**config.mk**
```make
export PLATFORM = sky130hd
export DESIGN_NAME = irq_arb
export DESIGN_NICKNAME = d
export VERILOG_FILES = /design/src/rtl/irq_arb_pkg.sv /design/src/rtl/irq_slot_merge.sv /design/src/rtl/irq_pick.sv /design/src/rtl/irq_lvl_stack.sv /design/src/rtl/irq_arb.sv
export SDC_FILE = /design/constraint.sdc
export NUM_CORES = 1
export LEC_CHECK = 0
export ABC_AREA = 1
export BUFFER_PORTS_ARGS = -buffer_cell sky130_fd_sc_hd__buf_2
export CORE_MARGIN = 2
export CORE_UTILIZATION = 25
export DETAILED_ROUTE_END_ITERATION = 10
export GPL_TIMING_DRIVEN = 0
export SLEW_MARGIN = 5
export SYNTH_ARGS = -nofsm -noshare
export SYNTH_HDL_FRONTEND = slang
export SYNTH_SLANG_ARGS = --single-unit
```
**constraint.sdc**
```tcl
create_clock -name clk -period 28.3 [get_ports clk]
set_input_delay 5.66 -clock clk [delete_from_list [all_inputs] [get_ports clk]]
set_output_delay 5.66 -clock clk [all_outputs]
set_load 0.02 [all_outputs]
```
**src/rtl/irq_arb_pkg.sv**
```systemverilog
// Package: shared level type for the nested interrupt arbiter.
// Assumes levels are compared as unsigned numbers (higher value = more urgent).
package irq_arb_pkg;

    typedef enum logic [1:0] {
        LVL_NONE = 2'd0,   // nothing in service
        LVL_LOW  = 2'd1,
        LVL_HIGH = 2'd2,
        LVL_TOP  = 2'd3
    } lvl_e;

endpackage

```
**src/rtl/irq_slot_merge.sv**
```systemverilog
// Module: irq_slot_merge
// Folds the source lines of each slot into one request and turns the slot's
// one-bit level choice into a level. The first NUM_TOP_SLOTS slots choose
// between the highest and low levels; the rest choose between high and low.
// Assumes the sources of slot i sit at src_req[i*SRC_PER_SLOT +: SRC_PER_SLOT].
module irq_slot_merge
    import irq_arb_pkg::*;
#(
    parameter int NUM_SLOTS     = 10,
    parameter int SRC_PER_SLOT  = 2,
    parameter int NUM_TOP_SLOTS = 2
) (
    input  logic [NUM_SLOTS*SRC_PER_SLOT-1:0] src_req,
    input  logic [NUM_SLOTS-1:0]              lvl_hi,
    output logic [NUM_SLOTS-1:0]              slot_req,
    output lvl_e [NUM_SLOTS-1:0]              slot_lvl
);

    for (genvar gi = 0; gi < NUM_SLOTS; gi++) begin : g_slot
        // OR the shared sources of this slot together.
        assign slot_req[gi] = |src_req[gi*SRC_PER_SLOT +: SRC_PER_SLOT];

        if (gi < NUM_TOP_SLOTS) begin : g_top
            // Top-capable slot: highest or low.
            assign slot_lvl[gi] = lvl_hi[gi] ? LVL_TOP : LVL_LOW;
        end else begin : g_norm
            // Ordinary slot: high or low.
            assign slot_lvl[gi] = lvl_hi[gi] ? LVL_HIGH : LVL_LOW;
        end
    end

endmodule

```
**src/rtl/irq_pick.sv**
```systemverilog
// Module: irq_pick
// Chooses, among requesting slots whose level is strictly above floor_lvl,
// the one with the highest level; ties go to the lowest slot index.
// Purely combinational. Assumes slot index 0 holds the smallest vector.
module irq_pick
    import irq_arb_pkg::*;
#(
    parameter int NUM_SLOTS = 10,
    localparam int IDX_W    = $clog2(NUM_SLOTS)
) (
    input  logic [NUM_SLOTS-1:0] slot_req,
    input  lvl_e [NUM_SLOTS-1:0] slot_lvl,
    input  lvl_e                 floor_lvl,
    output logic                 pick_vld,
    output logic [IDX_W-1:0]     pick_idx,
    output lvl_e                 pick_lvl
);

    // Scan upward; a strictly greater level replaces the best so far,
    // so the lowest index keeps the win on equal levels.
    always_comb begin
        pick_vld = 1'b0;
        pick_idx = '0;
        pick_lvl = floor_lvl;
        for (int i = 0; i < NUM_SLOTS; i++) begin
            if (slot_req[i] && (slot_lvl[i] > pick_lvl)) begin
                pick_vld = 1'b1;
                pick_idx = IDX_W'(i);
                pick_lvl = slot_lvl[i];
            end
        end
    end

endmodule

```
**src/rtl/irq_lvl_stack.sv**
```systemverilog
// Module: irq_lvl_stack
// Small stack of in-service levels. top_lvl is the newest entry, or LVL_NONE
// when empty. push and pop in the same cycle replace the top entry.
// A pop on an empty stack is ignored; the caller guarantees no push when full.
module irq_lvl_stack
    import irq_arb_pkg::*;
#(
    parameter int DEPTH    = 3,
    localparam int CNT_W   = $clog2(DEPTH + 1)
) (
    input  logic clk,
    input  logic rst_n,
    input  logic push,
    input  lvl_e push_lvl,
    input  logic pop,
    output lvl_e top_lvl
);

    logic [CNT_W-1:0] cnt;
    lvl_e             mem [DEPTH];
    logic             pop_ok;
    logic             push_ok;

    assign pop_ok  = pop && (cnt != '0);
    assign push_ok = push && ((cnt != CNT_W'(DEPTH)) || pop_ok);

    // Occupancy count: up on a push, down on a pop, unchanged on both.
    always_ff @(posedge clk) begin
        if (!rst_n) begin
            cnt <= '0;
        end else if (push_ok && !pop_ok) begin
            cnt <= cnt + 1'b1;
        end else if (pop_ok && !push_ok) begin
            cnt <= cnt - 1'b1;
        end
    end

    for (genvar ge = 0; ge < DEPTH; ge++) begin : g_ent
        logic wr_en;
        // Entry ge is written by a plain push at depth ge or a replace at ge+1.
        assign wr_en = (push_ok && !pop_ok && (cnt == CNT_W'(ge)))
                    || (push_ok && pop_ok && (cnt == CNT_W'(ge + 1)));

        // Storage for one nested level.
        always_ff @(posedge clk) begin
            if (!rst_n) begin
                mem[ge] <= LVL_NONE;
            end else if (wr_en) begin
                mem[ge] <= push_lvl;
            end
        end
    end

    // Present the newest level, or none when empty.
    always_comb begin
        if (cnt == '0) begin
            top_lvl = LVL_NONE;
        end else begin
            top_lvl = mem[cnt - 1'b1];
        end
    end

    AST_NO_OVERFLOW: assert property (@(posedge clk) disable iff (!rst_n)
        !(push && !pop && (cnt == CNT_W'(DEPTH))));

    AST_LEVEL_RISES: assert property (@(posedge clk) disable iff (!rst_n)
        (push && !pop) |-> (push_lvl > top_lvl));

    AST_EMPTY_POP_HOLDS: assert property (@(posedge clk) disable iff (!rst_n)
        (pop && !push && (cnt == '0)) |=> (cnt == '0));

endmodule

```
**src/rtl/irq_arb.sv**
```systemverilog
// Module: irq_arb (top)
// Nested three-level interrupt arbiter. Merges sources into slots, picks the
// best slot above the level in service, and latches its vector until the
// core acknowledges. ack pushes the latched level; reti pops it.
// Assumes ack is only meaningful while irq is high.
module irq_arb
    import irq_arb_pkg::*;
#(
    parameter int NUM_SLOTS     = 10,
    parameter int SRC_PER_SLOT  = 2,
    parameter int NUM_TOP_SLOTS = 2,
    parameter int STACK_DEPTH   = 3,
    parameter int VEC_BASE      = 3,
    parameter int VEC_STRIDE    = 8,
    parameter int VEC_W         = 8
) (
    input  logic                              clk,
    input  logic                              rst_n,
    input  logic [NUM_SLOTS*SRC_PER_SLOT-1:0] src_req,
    input  logic [NUM_SLOTS-1:0]              lvl_hi,
    input  logic                              ack,
    input  logic                              reti,
    output logic                              irq,
    output logic [VEC_W-1:0]                  vec_addr
);

    localparam int IDX_W = $clog2(NUM_SLOTS);

    logic [NUM_SLOTS-1:0] slot_req;
    lvl_e [NUM_SLOTS-1:0] slot_lvl;
    lvl_e                 cur_lvl;
    logic                 pick_vld;
    logic [IDX_W-1:0]     pick_idx;
    lvl_e                 pick_lvl;
    logic [VEC_W-1:0]     pick_vec;
    logic                 irq_q;
    logic [VEC_W-1:0]     vec_q;
    lvl_e                 lvl_q;
    logic                 take_ack;

    irq_slot_merge #(
        .NUM_SLOTS     (NUM_SLOTS),
        .SRC_PER_SLOT  (SRC_PER_SLOT),
        .NUM_TOP_SLOTS (NUM_TOP_SLOTS)
    ) u_merge (
        .src_req  (src_req),
        .lvl_hi   (lvl_hi),
        .slot_req (slot_req),
        .slot_lvl (slot_lvl)
    );

    irq_pick #(
        .NUM_SLOTS (NUM_SLOTS)
    ) u_pick (
        .slot_req  (slot_req),
        .slot_lvl  (slot_lvl),
        .floor_lvl (cur_lvl),
        .pick_vld  (pick_vld),
        .pick_idx  (pick_idx),
        .pick_lvl  (pick_lvl)
    );

    assign take_ack = irq_q && ack;

    irq_lvl_stack #(
        .DEPTH (STACK_DEPTH)
    ) u_stack (
        .clk      (clk),
        .rst_n    (rst_n),
        .push     (take_ack),
        .push_lvl (lvl_q),
        .pop      (reti),
        .top_lvl  (cur_lvl)
    );

    // Vector address of the chosen slot: base plus index times stride.
    assign pick_vec = VEC_W'(VEC_BASE + VEC_STRIDE * int'(pick_idx));

    // Request register: raise on an eligible pick, hold until acknowledged.
    always_ff @(posedge clk) begin
        if (!rst_n) begin
            irq_q <= 1'b0;
            vec_q <= '0;
            lvl_q <= LVL_NONE;
        end else if (irq_q) begin
            if (ack) begin
                irq_q <= 1'b0;
            end
        end else if (pick_vld) begin
            irq_q <= 1'b1;
            vec_q <= pick_vec;
            lvl_q <= pick_lvl;
        end
    end

    assign irq      = irq_q;
    assign vec_addr = vec_q;

    AST_VEC_STABLE: assert property (@(posedge clk) disable iff (!rst_n)
        (irq_q && !ack) |=> (irq_q && $stable(vec_q)));

    AST_ACK_DROPS: assert property (@(posedge clk) disable iff (!rst_n)
        (irq_q && ack) |=> !irq_q);

    AST_IDLE_RAISES: assert property (@(posedge clk) disable iff (!rst_n)
        (!irq_q && pick_vld) |=> irq_q);

    AST_PICK_ABOVE_FLOOR: assert property (@(posedge clk) disable iff (!rst_n)
        pick_vld |-> (slot_req[pick_idx] && (slot_lvl[pick_idx] > cur_lvl)));

endmodule

```
==> results of run 1 <==
==> cell usage after synthesis, drive strengths merged, types with 2 or more instances <==
cell    instances  area (µm²)
inv            45         171
dfxtp          10         200
o31ai           2        15.0
nand2          65         274
o22ai           4        31.3
edfxtp          6         180
o211ai          3        27.5
nor2           44         170
a21oi          15        82.6
ha             16         200
o21ai           9        45.0
nand3          15        97.6
or2             4        25.0
buf             3        22.5
==> kinds of logic after synthesis <==
family	synth area share, %
AND/OR/NAND/NOR	36.4
buffers and inverters	12.2
AO/OA/AOI/OAI	14.3
adder cells (fa/ha/maj)	12.5
flip-flops	23.8
XOR/XNOR	0.549
other	0.235
==> area by class of cell <==
| class | instances | area (µm²) |
|---|---|---|
| Buffer | 3 | 22.5 |
| Inverter | 45 | 171 |
| Tap cell | 77 | 96.3 |
| Clock buffer | 4 | 55.1 |
| Timing Repair Buffer | 40 | 200 |
| Multi-Input combinational cell | 185 | 1020 |
| Fill cell | 694 | 4330 |
| Sequential cell | 16 | 380 |
==> where the power goes <==
| part | total [mW] | switching [mW] | internal (mW) |
|---|---|---|---|
| combinational | 0.116 | 0.0728 | 0.0431 |
| sequential | 0.0340 | 0.00357 | 0.0304 |
| clock | 0.0195 | 0.00722 | 0.0123 |
==> registers in the layout, summed over array words and instances, names as in the netlist <==
register / flops
irq: 1
u_stack.mem: 6
u_stack.cnt: 2
vec_addr: 5
lvl_q: 2
==> final timing paths <==
check	start	end	slack, ns	cells past startpoint
min	vec_addr[4]	vec_addr[4]	0.47	2
min reg2reg	vec_addr[4]	vec_addr[4]	0.47	2
max	lvl_hi[0]	lvl_q[1]	14.31	72
max reg2reg	u_stack.cnt[0]	lvl_q[1]	18.67	76
==> critical path: cells and delay by family <==
| kind | cells | cell delay (ns) |
|---|---|---|
| AO/OA/AOI/OAI | 12 | 2.30 |
| buffers and inverters | 15 | 0.89 |
| adder cells (fa/ha/maj) | 9 | 2.18 |
| AND/OR/NAND/NOR | 36 | 3.11 |
==> per-layer routing <==
layer	wire length, µm	global-route usage [%]
met3	180	2.08
met1	1510	11.6
met5	0	0
met4	64	2.79
met2	1440	16.8
==> load_flow_metrics.sql, run 1 <==
INSERT INTO impl_metrics (metric_group, metric, value, unit) VALUES
('sta', 'setup_violations', '0', ''),
('power_and_ir_drop', 'leakage', '1.04', 'nW'),
('global_route', 'grt.overflow.total', '0', ''),
('synthesis', 'synth_async_sr_flop_share', '0', '%'),
('setup_path', 'max_stage_delay', '0.40', 'ns'),
('clock_network', 'post_cts_resize_count', '0', ''),
('sta', 'finalClockSkew', '0.00296', 'ns'),
('sta', 'peak_freq', '71.5', 'MHz'),
('detailed_routing', 'drt_pre_antenna_iters', '4', ''),
('synthesis', 'netlist_instances', '248', ''),
('clock_network', 'clk_pin_slew', '0.06', 'ns'),
('setup_path', 'worstSetupStartpointType', 'input port', ''),
('die', 'starting_utilization_of_the_core_area', '25.4', '%'),
('die', 'floorplan.die.height', '83.9', 'µm'),
('power_and_ir_drop', 'maximum_vdd_drop', '23.6', 'µV'),
('setup_path', 'type_of_destination_of_the_critical_path', 'flop', ''),
('sta', 'finalWorstSetupSlack', '14.31', 'ns'),
('placement', 'post_dp_cell_area', '0.00190', 'mm²'),
('synthesis', 'dominantRegCellSynth', 'sky130_fd_sc_hd__dfxtp_1', ''),
('cells_and_area', 'fin_area', '0.00195', 'mm²'),
('synthesis', 'synth-edff-count', '6', ''),
('power_and_ir_drop', 'total_power', '0.169', 'mW'),
('global_route', 'grt_start_max_net_pins', '10', ''),
('detailed_routing', 'wl_per_cell', '8.61', 'µm'),
('clock_network', 'htree_num_levels', '1', ''),
('clock_network', 'clock_sink_count', '16', ''),
('die', 'die_x', '83.9', 'µm'),
('clock_network', 'clk-insertion-delay-late', '0.24', 'ns'),
('placement', 'worst_slack_placed', '13.96', 'ns'),
('detailed_routing', 'post-route-drc-count', '0', ''),
('setup_path', 'worst_path_max_delay_cell', 'sky130_fd_sc_hd__o31ai_1', ''),
('sta', 'hold-worst-slack', '0.468', 'ns'),
('detailed_routing', 'postRouteWirelength', '3190', 'µm'),
('synthesis', 'syn_area_per_cell', '6.43', 'µm²'),
('detailed_routing', 'vias_per_cell', '4.22', ''),
('cells_and_area', 'fin_cells', '370', ''),
('setup_path', 'timing.critical_path.required', '28.46', 'ns'),
('power_and_ir_drop', 'powerDensity', '86.9', 'mW/mm²'),
('die', 'std_cell_rows', '29', ''),
('cells_and_area', 'final_cell_mix', 'sky130_fd_sc_hd__nand2_1, sky130_fd_sc_hd__inv_1, sky130_fd_sc_hd__nor2_1', ''),
('cells_and_area', 'final_nets', '344', ''),
('clock_network', 'cts-buffers-inserted', '3', ''),
('sta', 'hold_violations', '0', ''),
('setup_path', 'timing_worst_setup_path_type', 'in2reg', ''),
('setup_path', 'timing.critical_path.arrival', '14.16', 'ns'),
('clock_network', 'max-clock-path-buffers', '2', ''),
('placement', 'place.gp.congestion', '0.831', ''),
('cells_and_area', 'final_common_cell', 'sky130_fd_sc_hd__nand2_1', ''),
('die', 'dieArea', '0.00704', 'mm²'),
('placement', 'dp_hpwl', '2780', 'µm'),
('cells_and_area', 'fin_util', '31.1', '%'),
('hold_path', 'hold_class', 'reg2reg', ''),
('clock_network', 'cts_hold_buf', '0', ''),
('cells_and_area', 'num_antenna_cells', '0', ''),
('setup_path', 'cp_common_cell', 'sky130_fd_sc_hd__nand2_1', ''),
('global_route', 'first_global_vias', '1483', ''),
('sta', 'slew_viol_final', '0', ''),
('global_route', 'track_usage', '9.53', '%'),
('detailed_routing', 'via_total_after_detailed_routing', '1563', ''),
('cells_and_area', 'drive_above_1_share', '24.2', '%'),
('synthesis', 'netlist_area', '0.00160', 'mm²'),
('sta', 'min_period_over_period', '49.4', '%'),
('synthesis', 'yosys.cell_types.count', '32', ''),
('placement', 'dp_cells', '366', ''),
('sta', 'totalNegativeSetupSlack', '0', 'ns'),
('sta', 'final.min_clock_period', '13.99', 'ns'),
('synthesis', 'yosys_register_bits', '16', ''),
('placement', 'port_buf_inserts', '40', ''),
('global_route', 'global_route_wire_length_before_repair', '5770', 'µm'),
('global_route', 'antenna_found_initial', '0', ''),
('clock_network', 'tritoncts', 'yes', ''),
('clock_network', 'clock_tree.root_cell', 'sky130_fd_sc_hd__clkbuf_8', ''),
('synthesis', 'yosysWarningCount', '0', ''),
('die', 'ios', '43', ''),
('detailed_routing', 'drt_iter0_drc', '50', ''),
('flow_run', 'max-cap-violations', '0', ''),
('setup_path', 'crit_path_max_fanout', '6', ''),
('synthesis', 'synth.yosys.seq_area_share', '23.8', '%'),
('cells_and_area', 'syn_to_final_growth', '22.3', '%'),
('die', 'core-area', '0.00628', 'mm²'),
('sta', 'grt_setup_unrepaired', 'no', ''),
('run_status', 'status', 'finished, final reports clean', ''),
('detailed_routing', 'number_of_nets_with_antenna_violations_after_routing', '0', ''),
('clock_network', 'post-cts-setup-buffers', '0', '');
No activity file was read; power rests on OpenSTA's default activity.
==> run 2: changes to the inputs <==
Settings changed: ABC_AREA 1 to 0.
Clock period 28.3 ns to 12.25 ns, I/O delays scaled along.
==> run 2 against run 1 <==
Net effect:
- wire length up 50%
- combinational power rose to 3.1 times the previous value
- critical path type unchanged
- sequential power up 130%
- worst hold slack worse by 0.017 ns
- count of clock-buffer cells in the layout unchanged
- critical path depth down 21
- clock skew up 0.0016 ns
- clock power up 100%
- setup slack worse by 14 ns
==> load_flow_metrics.sql, run 2 <==
INSERT INTO impl_metrics (metric_group, metric, value, unit) VALUES
('synthesis', 'yosysMostFrequentCell', 'sky130_fd_sc_hd__nor2_1', ''),
('setup_path', 'worstSetupStartpointType', 'input port', ''),
('synthesis', 'synth_async_sr_flop_share', '0', '%'),
('hold_path', 'worstHoldPathCells', '2', ''),
('power_and_ir_drop', 'powerDensity', '201', 'mW/mm²'),
('power_and_ir_drop', 'switching_share', '46.4', '%'),
('global_route', 'grt.met2_usage', '20.9', '%'),
('global_route', 'first_global_vias', '1784', ''),
('sta', 'finalClockSkew', '0.00458', 'ns'),
('detailed_routing', 'via_total_after_detailed_routing', '1918', ''),
('setup_path', 'worstRegToRegCells', '56', ''),
('global_route', 'grt_util_met1', '15.6', '%'),
('placement', 'post_dp_cell_area', '0.00204', 'mm²'),
('detailed_routing', 'vias_per_cell', '5.25', ''),
('clock_network', 'cts_hold_buf', '0', ''),
('power_and_ir_drop', 'clkPwrFrac', '8.3', '%'),
('synthesis', 'synth_adder_area_share', '11.5', '%'),
('sta', 'totalNegativeSetupSlack', '0', 'ns'),
('synthesis', 'synth-edff-count', '6', ''),
('synthesis', 'synth-compound-area-share', '37.2', '%'),
('die', 'ios', '43', ''),
('power_and_ir_drop', 'internal_power', '0.258', 'mW'),
('synthesis', 'synth.top_cells.by_count', 'sky130_fd_sc_hd__nor2_1, sky130_fd_sc_hd__nand2_1, sky130_fd_sc_hd__ha_1', ''),
('synthesis', 'synth_simple_gate_area_share', '21.3', '%'),
('cells_and_area', 'num_antenna_cells', '0', ''),
('global_route', 'grt.overflow.total', '0', ''),
('clock_network', 'tritoncts', 'yes', ''),
('sta', 'setup_violations', '0', ''),
('cells_and_area', 'final_common_cell', 'sky130_fd_sc_hd__buf_2', ''),
('sta', 'hold_violations', '0', ''),
('synthesis', 'netlist_area', '0.00174', 'mm²'),
('detailed_routing', 'drt_iter0_drc', '58', ''),
('sta', 'relSlewSlack', '53.8', '%'),
('cells_and_area', 'fin_area', '0.00240', 'mm²'),
('die', 'starting_utilization_of_the_core_area', '25.8', '%'),
('synthesis', 'yosysWarningCount', '0', ''),
('global_route', 'use_met3', '1.80', '%'),
('sta', 'peak_freq', '85.2', 'MHz'),
('power_and_ir_drop', 'netSwitchingPower', '0.223', 'mW'),
('die', 'floorplan.die.height', '87.5', 'µm'),
('synthesis', 'netlist.area_leader.share', '11.5', '%'),
('sta', 'worstMarginPinSlew', '0.686', 'ns'),
('placement', 'worst_slack_placed', '-1.13', 'ns'),
('clock_network', 'max-clock-path-buffers', '2', ''),
('synthesis', 'main_area_contributors_after_synthesis', 'sky130_fd_sc_hd__dfxtp_1, sky130_fd_sc_hd__ha_1, sky130_fd_sc_hd__edfxtp_1, sky130_fd_sc_hd__nor2_1, sky130_fd_sc_hd__nand2_1', ''),
('placement', 'port_buf_inserts', '39', ''),
('synthesis', 'syn_area_per_cell', '7.81', 'µm²'),
('placement', 'dp_hpwl', '3610', 'µm'),
('clock_network', 'clock_tree.root_cell', 'sky130_fd_sc_hd__clkbuf_8', ''),
('detailed_routing', 'wl_per_cell', '13.1', 'µm'),
('cells_and_area', 'largest_register_by_flop_count', 'u_stack.mem', ''),
('clock_network', 'cts-buffers-inserted', '3', ''),
('die', 'core-area', '0.00676', 'mm²'),
('synthesis', 'yosys_register_bits', '16', ''),
('power_and_ir_drop', 'power_frac_seq', '16.5', '%'),
('global_route', 'track_usage', '11.9', '%'),
('synthesis', 'synth_top_family_by_area', 'compound AO/OA/AOI/OAI gates', ''),
('power_and_ir_drop', 'gate_power_share', '75.3', '%'),
('die', 'die_x', '87.5', 'µm'),
('setup_path', 'max_stage_delay', '0.52', 'ns'),
('cells_and_area', 'final_nets', '336', ''),
('sta', 'final.min_clock_period', '11.74', 'ns'),
('die', 'dieArea', '0.00765', 'mm²'),
('clock_network', 'clock_sink_count', '16', ''),
('global_route', 'global_route_wire_length_before_repair', '7590', 'µm'),
('setup_path', 'timing_worst_setup_path_type', 'in2reg', ''),
('detailed_routing', 'drt_pre_antenna_iters', '4', ''),
('setup_path', 'worst_path_max_delay_cell', 'sky130_fd_sc_hd__or4_4', ''),
('cells_and_area', 'fin_util', '35.5', '%'),
('synthesis', 'synth.yosys.seq_area_share', '21.8', '%'),
('global_route', 'antenna_found_initial', '0', ''),
('sta', 'finalWorstSetupSlack', '0.507', 'ns'),
('run_status', 'status', 'finished, final reports clean', ''),
('power_and_ir_drop', 'total_power', '0.481', 'mW'),
('synthesis', 'yosys.cell_types.count', '58', ''),
('synthesis', 'netlist.top_cell.by_area', 'sky130_fd_sc_hd__dfxtp_1', ''),
('placement', 'place.gp.congestion', '0.863', ''),
('die', 'std_cell_rows', '30', ''),
('clock_network', 'clk_pin_slew', '0.06', 'ns'),
('setup_path', 'timing.critical_path.required', '12.38', 'ns'),
('flow_run', 'max-cap-violations', '0', ''),
('cells_and_area', 'final_cell_mix', 'sky130_fd_sc_hd__buf_2, sky130_fd_sc_hd__nor2_1, sky130_fd_sc_hd__buf_4', ''),
('cells_and_area', 'number_of_flip_flops_in_the_largest_register', '6', ''),
('sta', 'slew_viol_final', '0', ''),
('clock_network', 'clk-insertion-delay-late', '0.24', 'ns'),
('setup_path', 'cp_common_cell', 'sky130_fd_sc_hd__ha_1', ''),
('detailed_routing', 'postRouteWirelength', '4790', 'µm'),
('power_and_ir_drop', 'leakage', '0.997', 'nW'),
('setup_path', 'crit_path_max_fanout', '5', ''),
('global_route', 'gr-max-usage-layer', 'met2', ''),
('synthesis', 'yosys.area_share.xor_xnor', '1.01', '%'),
('detailed_routing', 'post-route-drc-count', '0', ''),
('hold_path', 'hold_class', 'reg2reg', ''),
('synthesis', 'netlist_instances', '223', ''),
('setup_path', 'timing.critical_path.arrival', '11.87', 'ns'),
('synthesis', 'yosys-mux-area-fraction', '1.72', '%'),
('synthesis', 'dominantRegCellSynth', 'sky130_fd_sc_hd__dfxtp_1', ''),
('global_route', 'grt_start_max_net_pins', '11', ''),
('cells_and_area', 'syn_to_final_growth', '37.6', '%'),
('cells_and_area', 'drive_above_1_share', '34.7', '%'),
('setup_path', 'type_of_destination_of_the_critical_path', 'flop', ''),
('clock_network', 'htree_num_levels', '1', ''),
('detailed_routing', 'number_of_nets_with_antenna_violations_after_routing', '0', ''),
('power_and_ir_drop', 'maximum_vdd_drop', '71.0', 'µV'),
('sta', 'min_period_over_period', '95.9', '%');
## run 2: changes by cell type after synthesis, sizes merged, moves of 4 or more
| cell | delta |
|---|---|
| a31oi | +5 |
| nor2 | -15 |
| a21oi | -4 |
| inv | -34 |
| or2 | -4 |
| nor3 | +5 |
| nand3 | -9 |
| o21ai | +10 |
| o21a | +6 |
| nand2 | -47 |
## run 2: final timing paths
path                   from           to  slack [ns]
max               lvl_hi[0]     lvl_q[0]        0.51
min             vec_addr[6]  vec_addr[6]        0.45
max reg2reg  u_stack.cnt[0]     lvl_q[0]        1.21
min reg2reg     vec_addr[6]  vec_addr[6]        0.45
## run 2: cells by family (layout without fill, tap and decap cells)
family | Yosys count | after routing
AOI/OAI and AO/OA | 88 | 88
xor gates and xnor gates | 2 | 2
adders and majority gates | 16 | 16
buffers and inverters | 19 | 80
DFF | 16 | 16
muxes | 3 | 3
other | 1 | 2
and+or+nand+nor | 78 | 78
## run 2: area by class of cell
type	count	area (µm²)
timing repair buffer	57	328
tap	80	100
sequential	16	380
multi-input combinational	189	1450
clock buffer	4	45.0
fill	716	4360
inverter	11	41.3
buffer	8	50.0
## run 2: critical path: cells and delay by family
family	cells	cell delay, ns
AO/OA/AOI/OAI	22	3.67
AND/OR/NAND/NOR	17	3.09
adder cells (fa/ha/maj)	9	2.32
buffers and inverters	3	0.36
## run 2: power by group through the flow
| stage | sequential, mW | combinational, mW | clock [mW] |
|---|---|---|---|
| 6_report | 0.0792 | 0.362 | 0.0398 |
| 4_1_cts | 0.0795 | 0.294 | 0.0410 |
| 2_1_floorplan | 0.0857 | 0.211 | 0 |
| 3_5_place_dp | 0.0806 | 0.277 | 0 |
| 5_1_grt | 0.0815 | 0.400 | 0.0429 |
| 3_3_place_gp | 0.0804 | 0.270 | 0 |
## run 2: routing by layer
metal	wire (µm)	share of wire [%]
met3	194	4.1
met1	2250	47
met4	25	0.52
met2	2320	48
met5	0	0
## run 2: per-stage QoR
step           std cells  hold slack [ns]
2_1_floorplan        224            0.488
3_3_place_gp         343            0.440
3_5_place_dp         343            0.449
4_1_cts              349            0.457
5_1_grt              365            0.486
6_report             365            0.451
## run 2: what timing repair did
item / 4_1_cts / 5_1_grt
gates cloned: 0 / 1
gates resized for setup: 9 / 24
setup buffers: 2 / 15
pin swaps: 3 / 29
endpoints found under the setup margin: 8 / 8
